### src/rtl/mdio_pkg.sv
package mdio_pkg;

    localparam int ADDR_W = 5;
    localparam int DATA_W = 32;
    localparam int PHY_W  = 5;
    localparam int REG_W  = 5;
    localparam int VAL_W  = 16;
    localparam int FRAME_BITS = 64;
    localparam int IDX_W  = $clog2(FRAME_BITS);

    localparam logic [ADDR_W-1:0] OFF_CFG = 5'h00;
    localparam logic [ADDR_W-1:0] OFF_CMD = 5'h04;
    localparam logic [ADDR_W-1:0] OFF_ADR = 5'h08;
    localparam logic [ADDR_W-1:0] OFF_WDT = 5'h0C;
    localparam logic [ADDR_W-1:0] OFF_IND = 5'h10;
    localparam logic [ADDR_W-1:0] OFF_RDT = 5'h14;

    localparam int CFG_RST_BIT = 31;
    localparam int ADR_PHY_LSB = 8;

    localparam logic [IDX_W-1:0] TA_SLOT   = IDX_W'(46);
    localparam logic [IDX_W-1:0] DATA_SLOT = IDX_W'(48);
    localparam logic [IDX_W-1:0] LAST_SLOT = IDX_W'(FRAME_BITS - 1);

    typedef enum logic [1:0] {
        OP_WRITE = 2'b01,
        OP_READ  = 2'b10
    } mdio_op_e;

    typedef struct packed {
        logic             is_read;
        logic [2:0]       clk_code;
        logic [PHY_W-1:0] phy;
        logic [REG_W-1:0] regad;
        logic [VAL_W-1:0] wdata;
    } mdio_req_t;

    function automatic int unsigned prescale_of(input logic [2:0] code);
        case (code)
            3'd2:    return 6;
            3'd3:    return 8;
            3'd4:    return 10;
            3'd5:    return 14;
            3'd6:    return 20;
            3'd7:    return 28;
            default: return 4;
        endcase
    endfunction

    function automatic logic [FRAME_BITS-1:0] build_frame(input mdio_req_t r);
        mdio_op_e op;
        logic [1:0] ta;
        logic [VAL_W-1:0] body;
        op   = r.is_read ? OP_READ : OP_WRITE;
        ta   = r.is_read ? 2'b11 : 2'b10;
        body = r.is_read ? {VAL_W{1'b1}} : r.wdata;
        return {{32{1'b1}}, 2'b01, op, r.phy, r.regad, ta, body};
    endfunction

endpackage

### src/rtl/mdio_clkdiv.sv
module mdio_clkdiv
    import mdio_pkg::*;
#(
    parameter int FIX_DIV = 8
) (
    input  logic       clk,
    input  logic       rst,
    input  logic       en,
    input  logic [2:0] code,
    output logic       tick
);
    localparam int MAX_HALF = 28 * FIX_DIV / 2;
    localparam int CNT_W    = $clog2(MAX_HALF + 1);

    logic [CNT_W-1:0] cnt;
    logic [CNT_W-1:0] half_m1;

    always_comb begin
        half_m1 = CNT_W'(prescale_of(code) * FIX_DIV / 2 - 1);
        tick    = en && (cnt == half_m1);
    end

    always_ff @(posedge clk) begin
        if (rst || !en || tick) cnt <= '0;
        else                    cnt <= cnt + 1'b1;
    end


    cnt_bound_chk: assert property (@(posedge clk) disable iff (rst)
        en |-> (cnt <= half_m1));

endmodule

### src/rtl/mdio_frame_engine.sv
module mdio_frame_engine
    import mdio_pkg::*;
(
    input  logic             clk,
    input  logic             rst,
    input  logic             start,
    input  mdio_req_t        req,
    input  logic             tick,
    input  logic             mdio_i,
    output logic             busy,
    output logic             mdc,
    output logic             mdio_o,
    output logic             mdio_oe,
    output logic             done_rd,
    output logic [2:0]       code_q,
    output logic [VAL_W-1:0] rd_data
);
    logic [FRAME_BITS-1:0] shreg;
    logic [IDX_W-1:0]      idx;
    logic                  is_rd;
    logic                  rise, fall;

    always_comb begin
        rise    = busy && tick && !mdc;
        fall    = busy && tick && mdc;
        mdio_o  = shreg[FRAME_BITS-1];
        mdio_oe = busy && !(is_rd && idx >= TA_SLOT);
        done_rd = fall && is_rd && (idx == LAST_SLOT);
    end

    always_ff @(posedge clk) begin
        if (rst) begin
            busy    <= 1'b0;
            mdc     <= 1'b0;
            shreg   <= '1;
            idx     <= '0;
            is_rd   <= 1'b0;
            code_q  <= 3'd0;
            rd_data <= '0;
        end else if (start && !busy) begin
            busy   <= 1'b1;
            mdc    <= 1'b0;
            shreg  <= build_frame(req);
            idx    <= '0;
            is_rd  <= req.is_read;
            code_q <= req.clk_code;
        end else if (rise) begin
            mdc <= 1'b1;
            if (is_rd && idx >= DATA_SLOT) rd_data <= {rd_data[VAL_W-2:0], mdio_i};
        end else if (fall) begin
            mdc <= 1'b0;
            if (idx == LAST_SLOT) begin
                busy  <= 1'b0;
                shreg <= '1;
            end else begin
                idx   <= idx + 1'b1;
                shreg <= {shreg[FRAME_BITS-2:0], 1'b1};
            end
        end
    end


    mdc_idle_chk: assert property (@(posedge clk) disable iff (rst)
        !busy |-> !mdc);


    mdc_move_chk: assert property (@(posedge clk) disable iff (rst)
        !tick |=> $stable(mdc));


    mdio_change_chk: assert property (@(posedge clk) disable iff (rst)
        (busy && !fall) |=> $stable(mdio_o));

endmodule

### src/rtl/mdio_regs.sv
module mdio_regs
    import mdio_pkg::*;
(
    input  logic              clk,
    input  logic              rst,
    input  logic              bus_sel,
    input  logic              bus_wr,
    input  logic [ADDR_W-1:0] bus_addr,
    input  logic [DATA_W-1:0] bus_wdata,
    output logic [DATA_W-1:0] bus_rdata,
    input  logic              busy,
    input  logic              done_rd,
    input  logic [VAL_W-1:0]  rd_data,
    output logic              mgmt_rst,
    output logic              start,
    output mdio_req_t         req
);
    logic [2:0]       cfg_code;
    logic             cmd_rd;
    logic [PHY_W-1:0] adr_phy;
    logic [REG_W-1:0] adr_reg;
    logic [VAL_W-1:0] wdt_q;
    logic [VAL_W-1:0] rdt_q;
    logic             wr, wr_cfg, wr_cmd, wr_adr, wr_wdt;
    logic             go_wr, go_rd;
    logic             unused_bits;

    assign unused_bits = ^bus_wdata[30:16];

    always_comb begin
        wr     = bus_sel && bus_wr;
        wr_cfg = wr && (bus_addr == OFF_CFG);
        wr_cmd = wr && (bus_addr == OFF_CMD);
        wr_adr = wr && (bus_addr == OFF_ADR);
        wr_wdt = wr && (bus_addr == OFF_WDT);
        go_wr  = wr_wdt;
        go_rd  = wr_cmd && bus_wdata[0] && !cmd_rd;
        start  = (go_wr || go_rd) && !busy && !mgmt_rst;
        req.is_read  = go_rd;
        req.clk_code = cfg_code;
        req.phy      = adr_phy;
        req.regad    = adr_reg;
        req.wdata    = bus_wdata[VAL_W-1:0];
    end

    always_ff @(posedge clk) begin
        if (rst) begin
            cfg_code <= 3'd0;
            mgmt_rst <= 1'b0;
            cmd_rd   <= 1'b0;
            adr_phy  <= '0;
            adr_reg  <= '0;
            wdt_q    <= '0;
            rdt_q    <= '0;
        end else begin
            if (wr_cfg) begin
                cfg_code <= bus_wdata[2:0];
                mgmt_rst <= bus_wdata[CFG_RST_BIT];
            end
            if (wr_cmd) cmd_rd <= bus_wdata[0];
            if (wr_adr) begin
                adr_phy <= bus_wdata[ADR_PHY_LSB +: PHY_W];
                adr_reg <= bus_wdata[REG_W-1:0];
            end
            if (wr_wdt)  wdt_q <= bus_wdata[VAL_W-1:0];
            if (done_rd) rdt_q <= rd_data;
        end
    end

    always_comb begin
        bus_rdata = '0;
        if (bus_sel) begin
            case (bus_addr)
                OFF_CFG: bus_rdata = {mgmt_rst, 28'd0, cfg_code};
                OFF_CMD: bus_rdata = {31'd0, cmd_rd};
                OFF_ADR: bus_rdata = {19'd0, adr_phy, 3'd0, adr_reg};
                OFF_WDT: bus_rdata = {16'd0, wdt_q};
                OFF_IND: bus_rdata = {31'd0, busy};
                OFF_RDT: bus_rdata = {16'd0, rdt_q};
                default: bus_rdata = '0;
            endcase
        end
    end


    rdt_hold_chk: assert property (@(posedge clk) disable iff (rst)
        !done_rd |=> $stable(rdt_q));


    no_launch_busy_chk: assert property (@(posedge clk) disable iff (rst)
        busy |-> !start);

endmodule

### src/rtl/mdio_master_top.sv
module mdio_master_top
    import mdio_pkg::*;
#(
    parameter int FIX_DIV = 8
) (
    input  logic        clk,
    input  logic        rst,
    input  logic        bus_sel,
    input  logic        bus_wr,
    input  logic [4:0]  bus_addr,
    input  logic [31:0] bus_wdata,
    output logic [31:0] bus_rdata,
    output logic        mdc,
    output logic        mdio_o,
    output logic        mdio_oe,
    input  logic        mdio_i
);
    logic             mgmt_rst, eng_rst;
    logic             start, busy, done_rd, tick;
    logic [2:0]       code_q;
    logic [VAL_W-1:0] rd_data;
    mdio_req_t        req;

    assign eng_rst = rst || mgmt_rst;

    mdio_regs u_regs (
        .clk       (clk),
        .rst       (rst),
        .bus_sel   (bus_sel),
        .bus_wr    (bus_wr),
        .bus_addr  (bus_addr),
        .bus_wdata (bus_wdata),
        .bus_rdata (bus_rdata),
        .busy      (busy),
        .done_rd   (done_rd),
        .rd_data   (rd_data),
        .mgmt_rst  (mgmt_rst),
        .start     (start),
        .req       (req)
    );

    mdio_clkdiv #(.FIX_DIV(FIX_DIV)) u_div (
        .clk  (clk),
        .rst  (eng_rst),
        .en   (busy),
        .code (code_q),
        .tick (tick)
    );

    mdio_frame_engine u_eng (
        .clk     (clk),
        .rst     (eng_rst),
        .start   (start),
        .req     (req),
        .tick    (tick),
        .mdio_i  (mdio_i),
        .busy    (busy),
        .mdc     (mdc),
        .mdio_o  (mdio_o),
        .mdio_oe (mdio_oe),
        .done_rd (done_rd),
        .code_q  (code_q),
        .rd_data (rd_data)
    );


    abort_chk: assert property (@(posedge clk) disable iff (rst)
        mgmt_rst |=> (!busy && !mdc && !mdio_oe));


    launch_chk: assert property (@(posedge clk) disable iff (rst)
        (start && !mgmt_rst) |=> busy);

endmodule

### config.mk
export PLATFORM = sky130hd
export DESIGN_NAME = mdio_master_top
export DESIGN_NICKNAME = d
export VERILOG_FILES = /design/src/rtl/mdio_pkg.sv /design/src/rtl/mdio_clkdiv.sv /design/src/rtl/mdio_frame_engine.sv /design/src/rtl/mdio_regs.sv /design/src/rtl/mdio_master_top.sv
export SDC_FILE = /design/constraint.sdc
export NUM_CORES = 1
export LEC_CHECK = 0
export CORE_MARGIN = 3
export CORE_UTILIZATION = 30
export DETAILED_ROUTE_END_ITERATION = 8
export PLACE_DENSITY = 0.54
export SLEW_MARGIN = 0
export SYNTH_ARGS = -nofsm -noshare
export SYNTH_HDL_FRONTEND = slang
export SYNTH_HIERARCHICAL = 1
export SYNTH_SLANG_ARGS = --single-unit
### constraint.sdc
create_clock -name clk -period 7.4 [get_ports clk]
set_input_delay 0.74 -clock clk [delete_from_list [all_inputs] [get_ports clk]]
set_output_delay 0.74 -clock clk [all_outputs]
set_load 0.1 [all_outputs]
==> results of run 1 <==
==> worst paths after layout <==
path,start,endpoint,slack (ps),cells after the start
worst max-delay path,bus_addr[4],bus_rdata[1],2480,5
worst min-delay path,u_eng/shreg[35],u_eng/shreg[36],460,1
worst max register to register,u_eng/code_q[2],u_eng/shreg[44],3390,10
worst min register to register,u_eng/shreg[35],u_eng/shreg[36],460,1
==> layer usage <==
| layer | routed length, um | track usage [%] | up-vias |
|---|---|---|---|
| met3 | 731 | 3.709 | 11 |
| li1 | - | - | 2376 |
| met5 | 0 | 0 | - |
| met2 | 6778 | 19.58 | 109 |
| met1 | 6963 | 16.73 | 2278 |
| met4 | 138 | 3.437 | 0 |
==> worst max-delay path, delay by kind of cell <==
kind / cells / cell delay, ps
and+or+nand+nor: 2 / 1160
AOI/OAI and AO/OA: 1 / 210
buffers and inverters: 2 / 2060
==> cell families after synthesis <==
group | after synthesis | synth area share [%]
and+or+nand+nor | 235 | 19.52
DFF | 146 | 45.18
AOI/OAI and AO/OA | 118 | 14.28
buffers and inverters | 85 | 7.969
muxes | 70 | 11.01
xor gates and xnor gates | 9 | 1.218
adders and majority gates | 4 | 0.7737
other | 1 | 0.05797
==> power breakdown <==
group | leakage [uW] | internal [uW] | switching [uW]
clock | 0.000292 | 506 | 348
combinational | 0.00110 | 24.8 | 75.5
sequential | 0.00118 | 788 | 1.51
total | 0.00257 | 1320 | 425
==> stage by stage <==
| stage | util, % | total power (uW) |
|---|---|---|
| 3_5_place_dp | 32.60 | 908.1 |
| 5_1_grt | 35.43 | 1806 |
| 2_1_floorplan | - | 890.9 |
| 4_1_cts | 35.43 | 1768 |
| 6_report | 35.43 | 1744 |
| 3_3_place_gp | 32.60 | 908.3 |
==> final cells by class <==
class / instances / area (sq um) / area share, %
Clock buffer: 21 / 480.5 / 6.431
Clock inverter: 11 / 116.4 / 1.558
Inverter: 5 / 18.77 / 0.2512
Multi-Input combinational cell: 451 / 3088 / 41.33
Sequential cell: 146 / 2923 / 39.12
Tap cell: 275 / 344.1 / 4.606
Timing Repair Buffer: 52 / 500.5 / 6.699
==> placed cells by master (no fill, tap or decap), types with 3 or more instances in the layout <==
master,netlist,final
buf_4,34,6
clkbuf_8,0,4
inv_1,5,5
nor4b_4,3,3
a31oi_1,3,3
inv_6,0,5
a21oi_1,20,20
nand2b_1,38,38
a221oi_1,3,3
xor2_1,5,5
nand4_1,8,8
o31ai_1,6,6
o22a_1,33,33
mux2i_1,61,61
ha_1,4,4
mux2_2,9,9
dfxtp_1,146,146
and2_1,4,4
conb_1,1,15
xnor2_1,4,4
a211oi_1,3,3
and3_1,5,5
clkdlybuf4s50_1,0,45
nand2_1,46,46
clkbuf_16,0,17
nand3_1,43,43
or3_1,4,4
a22oi_1,10,10
nor3_1,10,9
o21ai_0,10,10
a32oi_1,7,7
clkinv_4,0,4
nor2b_1,3,3
nor2_1,55,55
a222oi_1,13,13
==> impl_metrics.env, run 1 <==
export IMPL_status="completed"
export IMPL_clockBufferDepth=2
export IMPL_coreArea_sq_um=21090
export IMPL_netlist_area_leader_share_pct=45.18
export IMPL_num_antenna_cells=0
export IMPL_drv_cap=0
export IMPL_overflow=0
export IMPL_via_count=4774
export IMPL_via_per_inst=4.968
export IMPL_synth_edf_count=0
export IMPL_slowest_delay_ps=1180
export IMPL_wirelength_um=14610
export IMPL_dp_slack_ps=2408
export IMPL_slew_violations=0
export IMPL_synth_cell_area_sq_um=6469
export IMPL_crit_arrival_ps=4180
export IMPL_postSynth_asyncResetShare_pct=0
export IMPL_synthTopCellsByArea="dfxtp_1, mux2i_1, o22a_1"
export IMPL_placed_cell_area_sq_um=6874
export IMPL_synth_cell_type_count=54
export IMPL_slowest_stage="clkdlybuf4s50_1"
export IMPL_placementRows=53
export IMPL_ir_drop_v=0.0001588
export IMPL_dp_hpwl_um=9816
export IMPL_synth_ff_type="dfxtp_1"
export IMPL_fmax_mhz=203.1
export IMPL_leakage_uw=0.002573
export IMPL_grt_max_degree=60
export IMPL_syn_inst=668
export IMPL_grt_pass1_wl_um=23890
export IMPL_clk_pin_slew_worst_paths_ps=70
export IMPL_die_h_um=152.8
export IMPL_ant_nets=0
export IMPL_port_buffers=46
export IMPL_required_ps=6660
export IMPL_cts_sinks=146
export IMPL_cts_resized=0
export IMPL_htree_levels=4
export IMPL_fin_crit_sh_pct=66.52
export IMPL_tns_ps=0
export IMPL_syn_avg_cell_area_sq_um=9.684
export IMPL_largest_reg_flops=64
export IMPL_top_register="u_eng/shreg"
export IMPL_clock_root_buffer="clkbuf_16"
export IMPL_path_cells="clkdlybuf4s50_1 > or3_1 > or3_1 > a31oi_1 > clkdlybuf4s50_1"
export IMPL_grt_pass1_vias=4580
export IMPL_syn_to_final_growth_pct=15.49
export IMPL_synth_seq_cells=146
export IMPL_power_density_nw_per_um2=233.5
export IMPL_clock_latency_ps=420
export IMPL_hold_ws_ps=459.6
export IMPL_drc_errors=0
export IMPL_start_util_pct=30.68
export IMPL_synth_largest_area_cell="dfxtp_1"
export IMPL_rsz0062_at_grt="no"
export IMPL_io_pins=77
export IMPL_yosysMostFrequentCell="dfxtp_1"
export IMPL_dp_cells=929
export IMPL_post_cts_buffers=0
export IMPL_postLayoutSetupSlackWorst_ps=2477
export IMPL_end_kind="output port"
export IMPL_hold_buffers=0
export IMPL_worstMarginPinSlew_ps=1173
export IMPL_drt_pass1_iter_count=7
export IMPL_drt_initial_drc_count=313
export IMPL_hold_path_class="flop to flop"
export IMPL_numCtsBuffers=17
export IMPL_synth_common_cells="dfxtp_1, mux2i_1, nor2_1, nand2_1, nand3_1"
export IMPL_nNetsFinal=719
export IMPL_path_max_fanout=22
export IMPL_avgRoutedWirePerCell_um=15.20
export IMPL_slew_headroom_pct=19.80
export IMPL_yosysWarnings=6
export IMPL_grt_usage_pct=12.45
export IMPL_crit_path_start_kind="input pin"
export IMPL_stdcell_count=961
export IMPL_fin_worst_skew_ps=11.00
export IMPL_synth_seq_area_share_pct=45.18
export IMPL_cts_tree="built"
export IMPL_die_x_um=152.8
export IMPL_finalHoldViolCount=0
export IMPL_place_gp_congestion=0.7582
export IMPL_num_fill_cells=2165
export IMPL_drive_gt1_share_pct=9.038
export IMPL_antenna_found_initial=0
export IMPL_min_period_ps=4923
export IMPL_final_cell_area_sq_um=7471
export IMPL_setup_viol=0
export IMPL_dieArea_sq_um=23360
export IMPL_critPathKind="input pin to output port"
(Power assumes the default switching activity.)
==> run 2, diff against run 1 <==
Settings changed: PLACE_DENSITY 0.54 to 0.56.
Clock period 7.4 ns to 4.1 ns, I/O delays scaled along.
==> run 2 against run 1 <==
  * Clock power up 110%
  * Non-clock buffer count up 13
  * Largest power group unchanged
  * First-iteration DRC count up 19%
  * Flip-flop and latch count unchanged
  * Critical path depth up 6
==> impl_metrics.env, run 2 (synthesis gave the netlist of run 1 again) <==
export IMPL_grt_pass1_wl_um=24290
export IMPL_via_per_inst=4.958
export IMPL_path_cells="nor2b_1 > o2bb2ai_1 > ha_1 > xor2_1 > o211ai_1 > nor4b_4 > buf_4 > and3_1 > a31oi_4 > and2_1 > nand3_1"
export IMPL_cts_sinks=146
export IMPL_critPathLaunch="u_eng/code_q[2]"
export IMPL_seqPwrFrac_pct=42.1
export IMPL_grt_usage_pct=12.85
export IMPL_regToRegEndpoint="u_eng/shreg[29]"
export IMPL_cts_tree="built"
export IMPL_die_h_um=152.8
export IMPL_path_max_fanout=16
export IMPL_pwr_share_clk_pct=52.4
export IMPL_numCtsBuffers=17
export IMPL_path_delay_family="simple AND/OR/NAND/NOR gates"
export IMPL_rrSetupSlack_ps=780
export IMPL_dieArea_sq_um=23360
export IMPL_via_count=4824
export IMPL_gr_usage_met1_pct=17.80
export IMPL_slew_violations=0
export IMPL_setup_viol=0
export IMPL_port_buffers=46
export IMPL_drv_cap=0
export IMPL_gr_usage_met2_pct=19.66
export IMPL_p_switching_uw=710.2
export IMPL_hold_depth=2
export IMPL_coreArea_sq_um=21090
export IMPL_critPathKind="flop to flop"
export IMPL_busiest_layer="met2"
export IMPL_drc_errors=0
export IMPL_num_antenna_cells=0
export IMPL_place_gp_congestion=0.7700
export IMPL_power_density_nw_per_um2=443.0
export IMPL_end_kind="flop"
export IMPL_slowest_delay_ps=610
export IMPL_path_buf_inv=1
export IMPL_io_pins=77
export IMPL_antenna_found_initial=0
export IMPL_final_common_cell="dfxtp_1"
export IMPL_top_register="u_eng/shreg"
export IMPL_drt_pass1_iter_count=5
export IMPL_worstMarginPinSlew_ps=1040
export IMPL_fin_worst_skew_ps=8.705
export IMPL_power_frac_comb_pct=5.4
export IMPL_clock_root_buffer="clkbuf_16"
export IMPL_wirelength_um=15180
export IMPL_syn_to_final_growth_pct=18.09
export IMPL_finalHoldViolCount=0
export IMPL_dp_hpwl_um=10200
export IMPL_drive_gt1_share_pct=12.89
export IMPL_largest_reg_flops=64
export IMPL_drt_initial_drc_count=373
export IMPL_grt_pass1_vias=4471
export IMPL_fin_crit_sh_pct=80.99
export IMPL_post_cts_buffers=0
export IMPL_reg2reg_depth=11
export IMPL_slew_headroom_pct=30.62
export IMPL_hold_ws_ps=462.3
export IMPL_die_x_um=152.8
export IMPL_whs_endpoint="u_eng/shreg[25]"
export IMPL_p_int_uw=2674
export IMPL_slowest_stage="and2_1"
export IMPL_clockBufferDepth=2
export IMPL_htree_levels=4
export IMPL_fmax_mhz=301.1
export IMPL_crit_path_start_kind="flop"
export IMPL_hold_buffers=0
export IMPL_avgRoutedWirePerCell_um=15.60
export IMPL_clock_latency_ps=410
export IMPL_clk_pin_slew_worst_paths_ps=60
export IMPL_required_ps=4360
export IMPL_hold_path_class="flop to flop"
export IMPL_min_from="u_eng/shreg[25]"
export IMPL_placementRows=53
export IMPL_layout_common_cells="dfxtp_1, mux2i_1, nor2_1"
export IMPL_grt_use_met3_pct=3.086
export IMPL_status="completed"
export IMPL_rsz0062_at_grt="no"
export IMPL_ant_nets=0
export IMPL_crit_arrival_ps=3580
export IMPL_leakage_uw=0.002716
export IMPL_ir_drop_v=0.0002730
export IMPL_start_util_pct=30.68
export IMPL_nNetsFinal=732
export IMPL_grt_max_degree=59
export IMPL_overflow=0
export IMPL_cts_resized=0
export IMPL_switching_share_pct=20.99
export IMPL_tns_ps=0
export IMPL_min_period_ps=3321
export IMPL_r2r_start="u_eng/code_q[2]"
run 2: cell types whose count changed in the layout (fill, tap and decap cells not counted), moves of 2 or more:
cell,before,now
buf_12,0,2
clkinv_4,4,0
buf_4,6,34
clkdlybuf4s50_1,45,28
bufinv_16,1,6
inv_6,5,0
run 2: metrics by stage:
stage / worst slack (ps) / cells / utilization [%] / instance area (sq um) / total power [uW]
after floorplan: 692.9 / 682 / - / 6521 / 1608
after global placement: 691.0 / 942 / 32.98 / 6954 / 1641
after detailed placement: 678.6 / 942 / 32.98 / 6954 / 1641
after CTS: 737.6 / 973 / 36.22 / 7639 / 3424
after global routing: 432.0 / 973 / 36.22 / 7639 / 3501
final: 779.3 / 973 / 36.22 / 7639 / 3384
run 2: cell type report:
type / instances / area [sq um]
well taps: 275 / 344.1
multi-input cells: 451 / 3088
repair buffers: 65 / 580.6
flip-flops and latches: 146 / 2923
clock buffers: 22 / 484.2
fillers: 2160 / 13450
inverters: 5 / 18.77
clock inverters: 9 / 200.2
run 2: worst min-delay path: cells and delay by family (launching register included):
family,cells,cell delay [ps]
and+or+nand+nor,2,110
DFF,1,320
run 2: power groups by stage:
stage	clock network [uW]	registers (uW)	logic (uW)
6_report	1770	1430	184
3_3_place_gp	0	1460	184
4_1_cts	1810	1430	184
3_5_place_dp	0	1460	184
5_1_grt	1880	1430	196
2_1_floorplan	0	1460	152
run 2: worst max path at each step:
| stage | cells past startpoint | end | slack [ps] |
|---|---|---|---|
| global placement | 10 | u_eng/shreg[12] | 690 |
| CTS | 11 | u_eng/shreg[2] | 740 |
| floorplan | 14 | u_regs/rdt_q[10] | 690 |
| finish | 11 | u_eng/shreg[29] | 780 |
| detailed placement | 10 | u_eng/shreg[4] | 680 |
| global route | 11 | u_eng/shreg[29] | 430 |
run 2: metal layers:
layer,wire (um),vias to the layer above
li1,-,2400
met1,7505,2302
met5,0,-
met4,201,0
met2,6844,105
met3,626,17
